File: src/rtl/vlc_pkg.sv
package vlc_pkg;
  localparam int VL_W = 7;
  localparam int ST_W = 16;

  typedef enum logic [1:0] {
    OP_SWAP = 2'd0,
    OP_SET  = 2'd1,
    OP_CLR  = 2'd2,
    OP_NONE = 2'd3
  } csr_op_e;

  // Limit a requested length to 1..lim
  function automatic logic [VL_W-1:0] clamp_len(input logic [63:0] req,
                                                 input logic [VL_W-1:0] lim);
    if (req == 64'd0) return VL_W'(1);
    if (req > 64'(lim)) return lim;
    return VL_W'(req);
  endfunction

  // Ordinary CSR read-modify-write
  function automatic logic [ST_W-1:0] apply_op(input csr_op_e op,
                                                input logic [ST_W-1:0] old,
                                                input logic [ST_W-1:0] opnd);
    case (op)
      OP_SWAP: return opnd;
      OP_SET:  return old | opnd;
      OP_CLR:  return old & ~opnd;
      default: return old;
    endcase
  endfunction
endpackage

File: src/rtl/vlc_decode.sv
module vlc_decode
  import vlc_pkg::*;
#(
  parameter int ADDR_W = 12,
  parameter logic [ADDR_W-1:0] ADDR_VL = 12'hC20,
  parameter logic [ADDR_W-1:0] ADDR_ST = 12'hC21
) (
  input  logic              valid,
  input  logic [ADDR_W-1:0] addr,
  input  csr_op_e           op,
  output logic              vl_swap,
  output logic              vl_keep,
  output logic              st_acc,
  output logic              hit
);
  logic active;
  always_comb begin
    active  = valid && (op != OP_NONE);
    vl_swap = active && (addr == ADDR_VL) && (op == OP_SWAP);
    vl_keep = active && (addr == ADDR_VL) && (op != OP_SWAP);
    st_acc  = active && (addr == ADDR_ST);
    hit     = vl_swap || vl_keep || st_acc;
  end
endmodule

File: src/rtl/vlc_regs.sv
module vlc_regs
  import vlc_pkg::*;
#(
  parameter int XLEN = 32,
  parameter int MVL  = 32
) (
  input  logic            clk,
  input  logic            rst_n,
  input  logic            vl_swap,
  input  logic            st_acc,
  input  csr_op_e         op,
  input  logic            use_imm,
  input  logic [4:0]      imm,
  input  logic [XLEN-1:0] rs_val,
  output logic [VL_W-1:0] vl_q,
  output logic [2:0]      subvl,
  output logic [ST_W-1:0] st_view,
  output logic [VL_W-1:0] swap_len
);
  localparam logic [VL_W-1:0] MVL_V = VL_W'(MVL);

  logic [1:0]      subm1_q;
  logic [5:0]      eoff_q;
  logic [1:0]      soff_q;
  logic [63:0]     req_raw;
  logic [ST_W-1:0] opnd;
  logic [ST_W-1:0] st_new;
  logic [VL_W-1:0] st_len;
  logic [5:0]      vlm1;

  always_comb begin
    req_raw  = use_imm ? (64'(imm) + 64'd1) : 64'(rs_val);
    swap_len = clamp_len(req_raw, MVL_V);
    vlm1     = 6'(vl_q - VL_W'(1));
    st_view  = {soff_q, eoff_q, subm1_q, vlm1};
    opnd     = use_imm ? ST_W'(imm) : rs_val[ST_W-1:0];
    st_new   = apply_op(op, st_view, opnd);
    st_len   = clamp_len(64'(st_new[5:0]) + 64'd1, MVL_V);
    subvl    = {1'b0, subm1_q} + 3'd1;
  end

  always_ff @(posedge clk) begin
    if (!rst_n) begin
      vl_q    <= VL_W'(1);
      subm1_q <= 2'd0;
      eoff_q  <= 6'd0;
      soff_q  <= 2'd0;
    end else if (vl_swap) begin
      vl_q <= swap_len;
    end else if (st_acc) begin
      vl_q    <= st_len;
      subm1_q <= st_new[7:6];
      eoff_q  <= st_new[13:8];
      soff_q  <= st_new[15:14];
    end
  end

  // the stored length always stays within 1..MVL
  a_r4_vl_in_range: assert property (@(posedge clk) disable iff (!rst_n)
    (vl_q >= VL_W'(1)) && (vl_q <= MVL_V));

  // a length swap leaves the loop-state fields alone
  a_r11_subvl_kept: assert property (@(posedge clk) disable iff (!rst_n)
    vl_swap |=> ($stable(subm1_q) && $stable(eoff_q) && $stable(soff_q)));

  // without a length swap or loop-state access the length holds
  a_r6_len_held: assert property (@(posedge clk) disable iff (!rst_n)
    (!vl_swap && !st_acc) |=> $stable(vl_q));
endmodule

File: src/rtl/vl_ctrl.sv
module vl_ctrl
  import vlc_pkg::*;
#(
  parameter int XLEN = 32,
  parameter int MVL  = 32,
  parameter int ADDR_W = 12,
  parameter logic [ADDR_W-1:0] ADDR_VL = 12'hC20,
  parameter logic [ADDR_W-1:0] ADDR_ST = 12'hC21
) (
  input  logic              clk,
  input  logic              rst_n,
  input  logic              req_valid,
  input  logic [ADDR_W-1:0] req_addr,
  input  logic [1:0]        req_op,
  input  logic              req_use_imm,
  input  logic [4:0]        req_imm,
  input  logic [XLEN-1:0]   req_rs_val,
  output logic              rsp_valid,
  output logic [XLEN-1:0]   rsp_data,
  output logic [VL_W-1:0]   vl_o,
  output logic [VL_W-1:0]   mvl_o,
  output logic [2:0]        subvl_o
);
  csr_op_e         op;
  logic            ev_vl_swap;
  logic            ev_vl_keep;
  logic            ev_st_acc;
  logic            ev_hit;
  logic [VL_W-1:0] vl_q;
  logic [ST_W-1:0] st_view;
  logic [VL_W-1:0] swap_len;
  logic            rsp_from_swap_q;
  logic [XLEN-1:0] rsp_next;

  assign op = csr_op_e'(req_op);

  vlc_decode #(.ADDR_W(ADDR_W), .ADDR_VL(ADDR_VL), .ADDR_ST(ADDR_ST)) u_decode (
    .valid   (req_valid),
    .addr    (req_addr),
    .op      (op),
    .vl_swap (ev_vl_swap),
    .vl_keep (ev_vl_keep),
    .st_acc  (ev_st_acc),
    .hit     (ev_hit)
  );

  vlc_regs #(.XLEN(XLEN), .MVL(MVL)) u_regs (
    .clk      (clk),
    .rst_n    (rst_n),
    .vl_swap  (ev_vl_swap),
    .st_acc   (ev_st_acc),
    .op       (op),
    .use_imm  (req_use_imm),
    .imm      (req_imm),
    .rs_val   (req_rs_val),
    .vl_q     (vl_q),
    .subvl    (subvl_o),
    .st_view  (st_view),
    .swap_len (swap_len)
  );

  always_comb begin
    if (ev_vl_swap)      rsp_next = XLEN'(swap_len);
    else if (ev_vl_keep) rsp_next = XLEN'(vl_q);
    else if (ev_st_acc)  rsp_next = XLEN'(st_view);
    else                 rsp_next = '0;
  end

  always_ff @(posedge clk) begin
    if (!rst_n) begin
      rsp_valid       <= 1'b0;
      rsp_data        <= '0;
      rsp_from_swap_q <= 1'b0;
    end else begin
      rsp_valid       <= ev_hit;
      rsp_data        <= rsp_next;
      rsp_from_swap_q <= ev_vl_swap;
    end
  end

  assign vl_o  = vl_q;
  assign mvl_o = VL_W'(MVL);

  // a length swap hands back the length now in force
  a_r2_returns_new: assert property (@(posedge clk) disable iff (!rst_n)
    (rsp_valid && rsp_from_swap_q) |-> (rsp_data == XLEN'(vl_o)));

  // no response follows a request that matched nothing
  a_r10_no_resp: assert property (@(posedge clk) disable iff (!rst_n)
    !ev_hit |=> !rsp_valid);
endmodule

File: config.mk
export PLATFORM = sky130hd
export DESIGN_NAME = vl_ctrl
export DESIGN_NICKNAME = d
export VERILOG_FILES = /design/src/rtl/vlc_pkg.sv /design/src/rtl/vlc_decode.sv /design/src/rtl/vlc_regs.sv /design/src/rtl/vl_ctrl.sv
export SDC_FILE = /design/constraint.sdc
export NUM_CORES = 1
export LEC_CHECK = 0
export BUFFER_PORTS_ARGS = -buffer_cell sky130_fd_sc_hd__buf_4
export CORE_MARGIN = 8
export CORE_UTILIZATION = 48
export CTS_CLUSTER_DIAMETER = 30
export DETAILED_ROUTE_END_ITERATION = 8
export PLACE_DENSITY_LB_ADDON = 0.12
export SKIP_CTS_REPAIR_TIMING = 1
export SLEW_MARGIN = 10
export SYNTH_ARGS = -nofsm -noshare
export SYNTH_HDL_FRONTEND = slang
export SYNTH_SLANG_ARGS = --single-unit
File: constraint.sdc
create_clock -name clk -period 3.2 [get_ports clk]
set_clock_uncertainty 0.1 [all_clocks]
set_input_delay 0.32 -clock clk [delete_from_list [all_inputs] [get_ports clk]]
set_output_delay 0.32 -clock clk [all_outputs]
set_load 0.03 [all_outputs]
==> impl_metrics.json <==
{
  "path_clk_slew_ns": 0.08,
  "maxSlewHeadroom_pct": 46.3,
  "reg2reg_slack_ns": 0.57,
  "status": "finished clean",
  "design_area_sq_um": 3060,
  "via_count": 2381,
  "yosys.cell_types.count": 58,
  "antenna_left": 0,
  "drv_cap": 0,
  "grt_pass1_wl_mm": 10.9,
  "r2r-end": "u_regs.vl_q[4]$_SDFFE_PN0P_",
  "drive_gt1_share_pct": 29.6,
  "start_kind": "flip-flop",
  "synthCells": 292,
  "hold_path_depth": 3,
  "worstPathArrival_ns": 2.75,
  "ys_ff_latch": 34,
  "wirelength_mm": 6.87,
  "endpoint_kind": "flip-flop",
  "n_antenna_cell": 0,
  "min_from": "rst_n",
  "drc": 0,
  "final_cell_mix": "82 x buf_4, 34 x dfxtp_1, 30 x nor2_1",
  "crit_fanout": 6,
  "hold_end": "u_regs.vl_q[3]$_SDFFE_PN0P_",
  "drt_iter0_drc": 235,
  "nNetsFinal": 424,
  "n_fill_cell": 446,
  "cts_max_level": 2,
  "yosysTopAreaCell": "dfxtp_1",
  "ys.flop_type": "dfxtp_1",
  "fp.dieW_microns": 86.6,
  "firstDrtPassIters": 5,
  "vdd_drop_max_v": 0.000161,
  "vias_per_cell": 5.51,
  "r2r-start": "u_regs.vl_q[0]$_SDFFE_PN1P_",
  "cts_inserted_buffers": 5,
  "reg2reg_depth": 9,
  "fin_hold_ws_ns": 0.241,
  "rsz0062_at_grt": "false",
  "rows": 25,
  "dp_hpwl_mm": 5.34,
  "routabilityCongestion": 0.907,
  "hp-class": "primary input to flip-flop",
  "max_clock_freq_mhz": 380,
  "async_flop_share_pct": 0,
  "tritoncts": "built",
  "setup-tns-final_ns": 0,
  "start_util_pct": 50.3,
  "hold_viol": 0,
  "clkSinkCount": 34,
  "core-area_sq_um": 4750,
  "wl_per_cell_microns": 15.9,
  "antenna_found_initial": 0,
  "syn_area_sq_um": 2390,
  "min_period_ns": 2.63,
  "maxSlewViolCount": 0,
  "setup_violations": 0,
  "grt-ovfl-total": 0,
  "synth_top_area_share_pct": 28.5,
  "path_class": "flip-flop to flip-flop",
  "pwr_density_cell_nw_per_um2": 359,
  "worstPathRequired_ns": 3.32,
  "clk_latency_ns": 0.30,
  "synth.area.top_cells": "dfxtp_1 28%, buf_4 7.2%, a21oi_1 5.2%",
  "avgSynthCellArea_sq_um": 8.19,
  "ys.warnings.count": 0,
  "areaGrowthSynthToFinish_pct": 28.2,
  "placed_cell_area_sq_um": 2930,
  "cts_buffer_depth": 2,
  "grt_max_degree": 29,
  "worst_pin_slew_ns": 0.798,
  "die-area_sq_um": 7500,
  "io_buffers": 81,
  "cts_root_buffer": "clkbuf_8",
  "synth-edff-count": 0,
  "io_pins": 105,
  "layout_commonest_cell": "buf_4",
  "grt_pass1_vias": 2243,
  "leakagePower_nw": 1.32,
  "period_share_pct": 82.3,
  "ys_seq_area_share_pct": 28.5,
  "grt_util_all_layers_pct": 18.0,
  "fp.dieH_microns": 86.6
}
==> flip-flops by register name, indices dropped and copies added, names as in the netlist <==
register	count
u_regs.soff_q	2
u_regs.eoff_q	6
rsp_data	16
rsp_valid	1
u_regs.subm1_q	2
u_regs.vl_q	7
==> metal layers <==
metal	wire, microns	share of wire, %	global-route usage (%)	up-vias
li1	-	-	-	1174
met1	3280	48	24.4	1069
met2	2840	41	25.2	129
met3	658	9.6	6.90	9
met4	89	1.3	5.48	0
met5	0	0	0	-
==> metrics by stage <==
step	setup WS (ns)	utilization, %	total power, W	cells
after floorplan	0.747	-	0.000577	313
after global placement	0.684	61.6	0.000626	424
after detailed placement	0.631	61.6	0.000627	424
after CTS	0.605	64.4	0.00110	432
after global routing	0.322	64.4	0.00114	432
final	0.566	64.4	0.00110	432
==> kinds of logic (layout without fill, tap and decap cells) <==
family / count (synthesis) / after routing / synth area share, %
AND/OR/NAND/NOR: 96 / 96 / 21.8
AO/OA/AOI/OAI: 93 / 93 / 27.8
buffers and inverters: 44 / 96 / 11.1
flip-flops: 34 / 34 / 28.5
XOR/XNOR: 9 / 9 / 3.61
multiplexers: 9 / 9 / 4.34
adder cells (fa/ha/maj): 5 / 5 / 2.62
other: 2 / 23 / 0.314
==> report_power, final <==
part	leakage, nW	switching (W)	internal [W]	total (W)
clock network	0.0683	0.000168	0.000312	0.000480
logic	0.974	0.000119	0.0000786	0.000198
registers	0.274	0.0000000324	0.000423	0.000423
total	1.32	0.000287	0.000814	0.00110
==> worst max path at each step <==
| stage | depth (start not counted) | startpoint | slack (ns) | to |
|---|---|---|---|---|
| 2_1_floorplan | 9 | u_regs.vl_q[0]$_SDFFE_PN1P_ | 0.75 | u_regs.vl_q[1]$_SDFFE_PN0P_ |
| 3_3_place_gp | 9 | u_regs.vl_q[0]$_SDFFE_PN1P_ | 0.68 | u_regs.vl_q[0]$_SDFFE_PN1P_ |
| 3_5_place_dp | 10 | req_use_imm | 0.63 | u_regs.vl_q[4]$_SDFFE_PN0P_ |
| 4_1_cts | 9 | u_regs.vl_q[0]$_SDFFE_PN1P_ | 0.61 | u_regs.vl_q[4]$_SDFFE_PN0P_ |
| 5_1_grt | 9 | u_regs.vl_q[0]$_SDFFE_PN1P_ | 0.32 | u_regs.vl_q[4]$_SDFFE_PN0P_ |
| 6_report | 9 | u_regs.vl_q[0]$_SDFFE_PN1P_ | 0.57 | u_regs.vl_q[4]$_SDFFE_PN0P_ |
==> cells in the mapped netlist (2+ instances only) <==
cell	instances
and3_1	13
a22oi_1	11
dfxtp_1	34
nand2_1	12
nand4_1	6
ha_1	5
conb_1	2
o21a_1	10
buf_2	5
a31oi_1	8
o22ai_1	2
nor4_1	7
buf_4	23
o22ai_2	2
nor3_1	4
o31ai_1	2
o21ai_0	10
xnor2_1	5
a21oi_1	25
nand3_1	10
o21ai_1	7
inv_1	6
mux2i_1	7
xor2_1	3
o2111ai_1	2
clkbuf_1	8
nand2b_1	3
nor2_1	30
==> area by class of cell <==
class,instances,area (sq um),area share [%]
well taps,67,83.8,2.74
repair buffers,82,616,20.1
multi-input cells,235,1520,49.7
clock inverters,3,68.8,2.25
inverters,6,22.5,0.735
clock buffers,5,68.8,2.25
flip-flops and latches,34,681,22.2
==> worst max-delay path, cell delays in order (launching register included) <==
cell,delay [ns]
dfxtp_1,0.53
inv_1,0.08
ha_1,0.34
o22ai_1,0.27
ha_1,0.34
xnor2_2,0.18
a41oi_2,0.16
o211ai_2,0.24
nand3_1,0.13
a31oi_1,0.17
(Power assumes the default switching activity.)
